## src/rtl/psram_pkg.sv

```systemverilog
package psram_pkg;

    typedef enum logic [1:0] {
        OP_READ  = 2'd0,
        OP_WRITE = 2'd1,
        OP_PAGE  = 2'd2
    } op_e;

    typedef enum logic [2:0] {
        ST_PWRUP,
        ST_IDLE,
        ST_RD_RAND,
        ST_RD_PAGE,
        ST_WR_PULSE,
        ST_RECOVER,
        ST_SLEEP
    } state_e;

    // Convert nanoseconds to whole clock cycles, rounding up, minimum one.
    function automatic int unsigned ns_to_cyc(input int unsigned ns, input int unsigned mhz);
        int unsigned c;
        c = (ns * mhz + 999) / 1000;
        return (c == 0) ? 1 : c;
    endfunction

endpackage

```

## src/rtl/psram_pwrup_timer.sv

```systemverilog
module psram_pwrup_timer #(
    parameter int unsigned HOLD_CYC = 50000,
    localparam int unsigned CW = $clog2(HOLD_CYC + 1)
) (
    input  logic clk,
    input  logic rst_n,
    input  logic supply_good,
    output logic done
);

    logic [CW-1:0] cnt_q;
    logic          done_q;

    always_ff @(posedge clk) begin
        if (!rst_n) begin
            cnt_q  <= '0;
            done_q <= 1'b0;
        end else if (!done_q) begin
            if (!supply_good) begin
                cnt_q <= '0;
            end else begin
                if (cnt_q == CW'(HOLD_CYC - 1)) begin
                    done_q <= 1'b1;
                end
                cnt_q <= cnt_q + 1'b1;
            end
        end
    end

    assign done = done_q;

endmodule

```

## src/rtl/psram_cycle_timer.sv

```systemverilog
module psram_cycle_timer #(
    parameter int unsigned TW = 5
) (
    input  logic          clk,
    input  logic          rst_n,
    input  logic          load,
    input  logic [TW-1:0] load_val,
    output logic          done
);

    logic [TW-1:0] cnt_q;

    always_ff @(posedge clk) begin
        if (!rst_n) begin
            cnt_q <= '0;
        end else if (load) begin
            cnt_q <= load_val;
        end else if (cnt_q != '0) begin
            cnt_q <= cnt_q - 1'b1;
        end
    end

    assign done = (cnt_q == '0);

endmodule

```

## src/rtl/psram_addr_step.sv

```systemverilog
module psram_addr_step #(
    parameter int unsigned ADDR_W    = 19,
    parameter int unsigned PAGE_BITS = 3
) (
    input  logic [ADDR_W-1:0] addr_i,
    output logic [ADDR_W-1:0] addr_next,
    output logic              last_in_page
);

    assign addr_next = addr_i + 1'b1;

    generate
        if (PAGE_BITS == 0) begin : g_nopage
            assign last_in_page = 1'b1;
        end else begin : g_page
            assign last_in_page = &addr_i[PAGE_BITS-1:0];
        end
    endgenerate

endmodule

```

## src/rtl/psram_page_ctrl.sv

```systemverilog
module psram_page_ctrl
    import psram_pkg::*;
#(
    parameter int unsigned ADDR_W      = 19,
    parameter int unsigned DATA_W      = 16,
    parameter int unsigned LEN_W       = 5,
    parameter int unsigned CLK_MHZ     = 250,
    parameter int unsigned T_RC_NS     = 70,
    parameter int unsigned T_PC_NS     = 25,
    parameter int unsigned T_WP_NS     = 55,
    parameter int unsigned PWRUP_US    = 200,
    parameter int unsigned PAGE_WORDS  = 8,
    parameter bit          HAS_DEEP_PD = 1'b1
) (
    input  logic              clk,
    input  logic              rst_n,
    input  logic              supply_good,
    input  logic              lp_req,
    input  logic              req_valid,
    output logic              req_ready,
    input  logic [1:0]        req_op,
    input  logic [ADDR_W-1:0] req_addr,
    input  logic [DATA_W-1:0] req_wdata,
    input  logic [1:0]        req_be,
    input  logic [LEN_W-1:0]  req_len,
    output logic              rd_valid,
    output logic [DATA_W-1:0] rd_data,
    output logic [ADDR_W-1:0] mem_addr,
    output logic              mem_cs_n,
    output logic              mem_oe_n,
    output logic              mem_we_n,
    output logic              mem_ub_n,
    output logic              mem_lb_n,
    output logic              mem_zz_n,
    output logic [DATA_W-1:0] mem_dq_o,
    output logic              mem_dq_oe,
    input  logic [DATA_W-1:0] mem_dq_i
);

    localparam int unsigned RC_CYC    = ns_to_cyc(T_RC_NS, CLK_MHZ);
    localparam int unsigned PC_CYC    = ns_to_cyc(T_PC_NS, CLK_MHZ);
    localparam int unsigned WP_CYC    = ns_to_cyc(T_WP_NS, CLK_MHZ);
    localparam int unsigned PU_CYC    = PWRUP_US * CLK_MHZ;
    localparam int unsigned MAX_CYC   = (RC_CYC > WP_CYC) ? RC_CYC : WP_CYC;
    localparam int unsigned TW        = $clog2(MAX_CYC + 1);
    localparam int unsigned PAGE_BITS = (PAGE_WORDS == 16) ? 4 : (PAGE_WORDS == 8) ? 3 : 0;

    state_e state_q, state_d;

    logic              pu_done;
    logic              tmr_load;
    logic [TW-1:0]     tmr_val;
    logic              tmr_done;
    logic [ADDR_W-1:0] addr_q;
    logic [ADDR_W-1:0] addr_next;
    logic              last_in_page;
    logic [DATA_W-1:0] wdata_q;
    logic [1:0]        be_q;
    logic [LEN_W-1:0]  left_q;
    logic              accept;
    logic              sleep_go;
    logic              rd_state;
    logic              capture;

    psram_pwrup_timer #(.HOLD_CYC(PU_CYC)) u_pwrup (
        .clk         (clk),
        .rst_n       (rst_n),
        .supply_good (supply_good),
        .done        (pu_done)
    );

    psram_cycle_timer #(.TW(TW)) u_timer (
        .clk      (clk),
        .rst_n    (rst_n),
        .load     (tmr_load),
        .load_val (tmr_val),
        .done     (tmr_done)
    );

    psram_addr_step #(.ADDR_W(ADDR_W), .PAGE_BITS(PAGE_BITS)) u_step (
        .addr_i       (addr_q),
        .addr_next    (addr_next),
        .last_in_page (last_in_page)
    );

    assign sleep_go = HAS_DEEP_PD && lp_req;
    assign accept   = req_valid && req_ready;
    assign rd_state = (state_q == ST_RD_RAND) || (state_q == ST_RD_PAGE);
    assign capture  = rd_state && tmr_done;

    // State register
    always_ff @(posedge clk) begin
        if (!rst_n) begin
            state_q <= ST_PWRUP;
        end else begin
            state_q <= state_d;
        end
    end

    // Next state and cycle-timer loads
    always_comb begin
        state_d  = state_q;
        tmr_load = 1'b0;
        tmr_val  = '0;
        unique case (state_q)
            ST_PWRUP: begin
                if (pu_done) state_d = ST_IDLE;
            end
            ST_IDLE: begin
                if (accept) begin
                    tmr_load = 1'b1;
                    if (req_op == OP_WRITE) begin
                        state_d = ST_WR_PULSE;
                        tmr_val = TW'(WP_CYC - 1);
                    end else begin
                        state_d = ST_RD_RAND;
                        tmr_val = TW'(RC_CYC - 1);
                    end
                end else if (sleep_go) begin
                    state_d = ST_SLEEP;
                end
            end
            ST_RD_RAND, ST_RD_PAGE: begin
                if (tmr_done) begin
                    if (left_q > LEN_W'(1) && !last_in_page) begin
                        state_d  = ST_RD_PAGE;
                        tmr_load = 1'b1;
                        tmr_val  = TW'(PC_CYC - 1);
                    end else begin
                        state_d = ST_RECOVER;
                    end
                end
            end
            ST_WR_PULSE: begin
                if (tmr_done) state_d = ST_RECOVER;
            end
            ST_RECOVER: begin
                if (left_q != '0) begin
                    state_d  = ST_RD_RAND;
                    tmr_load = 1'b1;
                    tmr_val  = TW'(RC_CYC - 1);
                end else begin
                    state_d = ST_IDLE;
                end
            end
            ST_SLEEP: begin
                if (!lp_req) state_d = ST_RECOVER;
            end
            default: state_d = ST_PWRUP;
        endcase
    end

    // Request datapath and read return
    always_ff @(posedge clk) begin
        if (!rst_n) begin
            addr_q   <= '0;
            wdata_q  <= '0;
            be_q     <= '0;
            left_q   <= '0;
            rd_valid <= 1'b0;
            rd_data  <= '0;
        end else begin
            rd_valid <= 1'b0;
            if (accept) begin
                addr_q  <= req_addr;
                wdata_q <= req_wdata;
                if (req_op == OP_WRITE) begin
                    be_q   <= req_be;
                    left_q <= '0;
                end else begin
                    be_q <= 2'b11;
                    if (req_op == OP_PAGE && req_len != '0) begin
                        left_q <= req_len;
                    end else begin
                        left_q <= LEN_W'(1);
                    end
                end
            end else if (capture) begin
                rd_data  <= mem_dq_i;
                rd_valid <= 1'b1;
                left_q   <= left_q - 1'b1;
                if (left_q > LEN_W'(1)) begin
                    addr_q <= addr_next;
                end
            end
        end
    end

    // Strobe and handshake outputs
    always_comb begin
        req_ready = 1'b0;
        mem_cs_n  = 1'b1;
        mem_oe_n  = 1'b1;
        mem_we_n  = 1'b1;
        mem_ub_n  = 1'b1;
        mem_lb_n  = 1'b1;
        mem_zz_n  = 1'b1;
        mem_dq_oe = 1'b0;
        unique case (state_q)
            ST_IDLE: begin
                req_ready = !sleep_go;
            end
            ST_RD_RAND, ST_RD_PAGE: begin
                mem_cs_n = 1'b0;
                mem_oe_n = 1'b0;
                mem_ub_n = 1'b0;
                mem_lb_n = 1'b0;
            end
            ST_WR_PULSE: begin
                mem_cs_n  = 1'b0;
                mem_we_n  = 1'b0;
                mem_ub_n  = !be_q[1];
                mem_lb_n  = !be_q[0];
                mem_dq_oe = 1'b1;
            end
            ST_SLEEP: begin
                mem_zz_n = 1'b0;
            end
            default: begin
            end
        endcase
    end

    assign mem_addr = addr_q;
    assign mem_dq_o = wdata_q;

endmodule

```

## config.mk

```make
export PLATFORM = sky130hd
export DESIGN_NAME = psram_page_ctrl
export DESIGN_NICKNAME = d
export VERILOG_FILES = /design/src/rtl/psram_pkg.sv /design/src/rtl/psram_pwrup_timer.sv /design/src/rtl/psram_cycle_timer.sv /design/src/rtl/psram_addr_step.sv /design/src/rtl/psram_page_ctrl.sv
export SDC_FILE = /design/constraint.sdc
export NUM_CORES = 1
export LEC_CHECK = 0
export ABC_AREA = 1
export CAP_MARGIN = 20
export CORE_MARGIN = 2
export CORE_UTILIZATION = 51
export CTS_BUF_LIST = sky130_fd_sc_hd__clkbuf_16
export DETAILED_ROUTE_END_ITERATION = 8
export PLACE_DENSITY = 0.85
export SLEW_MARGIN = 20
export SYNTH_ARGS = -nofsm -noshare
export SYNTH_HDL_FRONTEND = slang
export SYNTH_SLANG_ARGS = --single-unit
```

## constraint.sdc

```tcl
create_clock -name clk -period 3 [get_ports clk]
set_input_delay 0.75 -clock clk [delete_from_list [all_inputs] [get_ports clk]]
set_output_delay 0.75 -clock clk [all_outputs]
set_load 0.005 [all_outputs]
```

==> run summary <==
=================================================================================
Result of the run .................................................. finished clean
Worst Setup End Kind ............................................... primary output
Number of slew-limit violations in the final report ................            0
H-tree depth .......................................................            3
Antenna violations before repair ...................................            0
Worst slack at placement ...........................................    0.2226 ns
Synth async-reset ratio ............................................            0
I/O pin total ......................................................          125
# nets final .......................................................          801
Total power per unit cell area ..................................... 536.9 nW/um2
Class of the worst hold path .......................................      reg2reg
Cell Area, Placed ..................................................     5559 um2
Unrepaired setup endpoints after global routing ....................           no
Arrival time of data at the critical path endpoint .................      2.02 ns
Share of the cycle needed by the critical path after routing .......       0.9231
Synthesis-stage register bit count .................................           84
Total negative slack for setup checks ..............................         0 ns
Layout cells sized above 1 .........................................      0.06685
Min Clock Period, post-route .......................................     2.769 ns
Hold WS ............................................................    0.4630 ns
Depth of the worst hold-timing path ................................            2
Overall die area ...................................................     9050 um2
Post-synthesis instance total ......................................          605
Share of the synthesized area in the top cell type .................       0.3970
Highest clock frequency the design can meet ........................    361.1 MHz
Fin worst setup slack ..............................................    0.2308 ns
Vias in the first global route .....................................        4,055
Core ar. ...........................................................     8134 um2
Worst endpoint required time .......................................      2.25 ns
Number of cells on the worst reg-to-reg path .......................           10
Global-route wire length before repair .............................    18,540 um
Final total power ..................................................      3159 uW
Gpl congestion .....................................................       0.9390
Fin Clk Skew .......................................................  0.007921 ns
Fin area ...........................................................     5884 um2
Max-capacitance violation count ....................................            0
Slew @ Worst Pin ...................................................    0.6706 ns
Netlist Area Pre-Place .............................................     4235 um2
Post-synthesis cell type count .....................................           38
Slew margin rel. ...................................................       0.5495
Setup Buffers After CTS ............................................            0
Cell row count .....................................................           33
Pin count of the biggest net entering global routing ...............           32
CTS hold repair buffers ............................................            0
Number of buffers added by the clock tree synthesis step ...........            9
# clock sinks ......................................................           84
Detailed Routing Iterations Pass 1 .................................            6
Clock tree from TritonCTS ..........................................         done
Height of the chip .................................................     95.13 um
Number of cells upsized or downsized after cts .....................            0
Remaining global-route overflow ....................................            0
Flip-flop cell with the highest count after synthesis .............. sky130_fd_sc_hd__dfxtp_1
Setup crit start kind ..............................................    input pin
Type of the setup path with the least slack ........................       in2out
Post-synth top area cell ........................................... sky130_fd_sc_hd__dfxtp_1
Hold Fails Final Rpt ...............................................            0
Starting Density ...................................................       0.5207
Final Setup Violations .............................................            0
Clock slew at reported path FFs ....................................      0.06 ns
Drt initial violations .............................................          340
Number of fill cells ...............................................          607
Buffer cell driving the clock tree root ............................ sky130_fd_sc_hd__clkbuf_16
Antenna Cells ......................................................            0
Source-to-sink clock delay at the later pin of the worst-skew pair .      0.34 ns
Area growth syn-to-layout ..........................................       38.94%
Max rail drop VDD ..................................................    0.3390 mV
Routed len/inst ....................................................     13.92 um
Via-per-instance ratio .............................................        5.337
Longest Clk Path Bufs ..............................................            2
Mean Syn Cell Area .................................................    7.001 um2
Remaining design rule violation count ..............................            0
Leakage dissipation ................................................  0.002356 uW
Overall Global Routing Usage .......................................       0.2567
Count of input and output buffers ..................................          124
Top post-synthesis cells by area ................................... sky130_fd_sc_hd__dfxtp_1, sky130_fd_sc_hd__nand2_1, sky130_fd_sc_hd__nor2_1
Syn_nets ...........................................................          678
Final WL ...........................................................    11,670 um
Die extent in x ....................................................     95.13 um
Hpwl dp ............................................................      8401 um
Warning count from the yosys run ...................................            0
Via count of the routed design .....................................        4,472
Share of synthesized area occupied by flip-flops and latches .......       0.3970
Final ANT Viol Nets ................................................            0
Number of flops mapped to enable cells by yosys ....................            0
Maximum fanout encountered on the critical timing path .............            4
=================================================================================
-- final cells by class --
type,instances,area (um2),share of cell area
timing repair buffer,130,1311,0.2228
inverter,72,272.8,0.04635
clock buffer,9,225.2,0.03827
clock inverter,7,100.1,0.01701
multi-input combinational,431,2162,0.3674
tap,105,131.4,0.02233
sequential,84,1682,0.2858
-- kinds of logic after synthesis --
group                    synth area share
AO/OA/AOI/OAI                      0.1465
XOR/XNOR                          0.03309
adder cells (fa/ha/maj)           0.02363
buffers and inverters             0.09246
flip-flops                         0.3970
AND/OR/NAND/NOR                    0.3072
-- path summary, 6_finish.rpt --
path | startpoint | to | slack, ns
worst min-delay path | mem_dq_o[5] | mem_dq_o[5] | 0.46
worst max register to register | u_timer.cnt_q[0] | left_q[2] | 1.06
worst max-delay path | lp_req | req_ready | 0.23
worst min register to register | mem_dq_o[5] | mem_dq_o[5] | 0.46
-- flip-flops by register name, summed over array words and instances (netlist names) --
register / count
u_timer.cnt_q: 5
rd_data: 16
rd_valid: 1
mem_dq_o: 16
mem_addr: 19
be_q: 2
state_q: 3
left_q: 5
u_pwrup.done: 1
u_pwrup.cnt_q: 16
-- where the power goes --
group | total [uW] | internal (uW) | switching (uW)
clock network | 1210 | 735 | 476
logic | 690 | 323 | 367
registers | 1260 | 1190 | 68.9
-- critical path: stages --
cell and delay [ns]:
sky130_fd_sc_hd__clkdlybuf4s50_1 0.55, sky130_fd_sc_hd__nor2_4 0.20, sky130_fd_sc_hd__clkdlybuf4s50_1 0.52
-- layer usage --
| layer | routed length [um] | global-route usage | up-vias | share of wire |
|---|---|---|---|---|
| li1 | - | - | 2207 | - |
| met1 | 4747 | 0.3151 | 2023 | 0.41 |
| met2 | 5537 | 0.4272 | 211 | 0.47 |
| met3 | 1096 | 0.06640 | 31 | 0.094 |
| met4 | 286 | 0.1051 | 0 | 0.025 |
| met5 | 0 | 0 | - | 0 |
-- cell usage in the layout (no fill, tap or decap), types with 2 or more instances in the layout --
master and count:
sky130_fd_sc_hd__nand2_1 147, sky130_fd_sc_hd__clkdlybuf4s50_1 124, sky130_fd_sc_hd__dfxtp_1 84, sky130_fd_sc_hd__nor2_1 78, sky130_fd_sc_hd__inv_1 65, sky130_fd_sc_hd__o21ai_0 44
sky130_fd_sc_hd__a21oi_1 44, sky130_fd_sc_hd__nand3_1 25, sky130_fd_sc_hd__nand4_1 14, sky130_fd_sc_hd__nor3_1 13, sky130_fd_sc_hd__xor2_1 9, sky130_fd_sc_hd__clkbuf_16 9
sky130_fd_sc_hd__a31oi_1 8, sky130_fd_sc_hd__ha_1 8, sky130_fd_sc_hd__xnor2_1 7, sky130_fd_sc_hd__inv_2 6, sky130_fd_sc_hd__o211ai_1 5, sky130_fd_sc_hd__o21ai_1 4
sky130_fd_sc_hd__buf_4 4, sky130_fd_sc_hd__nand2_2 3, sky130_fd_sc_hd__nand2_4 3, sky130_fd_sc_hd__o21ai_2 2, sky130_fd_sc_hd__a21oi_2 2, sky130_fd_sc_hd__o221a_2 2
sky130_fd_sc_hd__nor2_2 2, sky130_fd_sc_hd__bufinv_16 2, sky130_fd_sc_hd__clkinv_4 2, sky130_fd_sc_hd__buf_12 2
-- synth_stat cells (7+ instances only) --
library cell / count
sky130_fd_sc_hd__a21oi_1: 44
sky130_fd_sc_hd__a31oi_1: 8
sky130_fd_sc_hd__dfxtp_1: 84
sky130_fd_sc_hd__ha_1: 8
sky130_fd_sc_hd__inv_1: 65
sky130_fd_sc_hd__nand2_1: 147
sky130_fd_sc_hd__nand3_1: 25
sky130_fd_sc_hd__nand4_1: 14
sky130_fd_sc_hd__nor2_1: 78
sky130_fd_sc_hd__nor3_1: 13
sky130_fd_sc_hd__o21ai_0: 44
sky130_fd_sc_hd__xnor2_1: 7
sky130_fd_sc_hd__xor2_1: 9
-- per-stage QoR --
stage | util | cells
6_report | 0.7234 | 838
5_1_grt | 0.7234 | 838
4_1_cts | 0.7234 | 838
3_5_place_dp | 0.6834 | 822
3_3_place_gp | 0.6834 | 822
2_1_floorplan | - | 605
(Power assumes the default switching activity.)
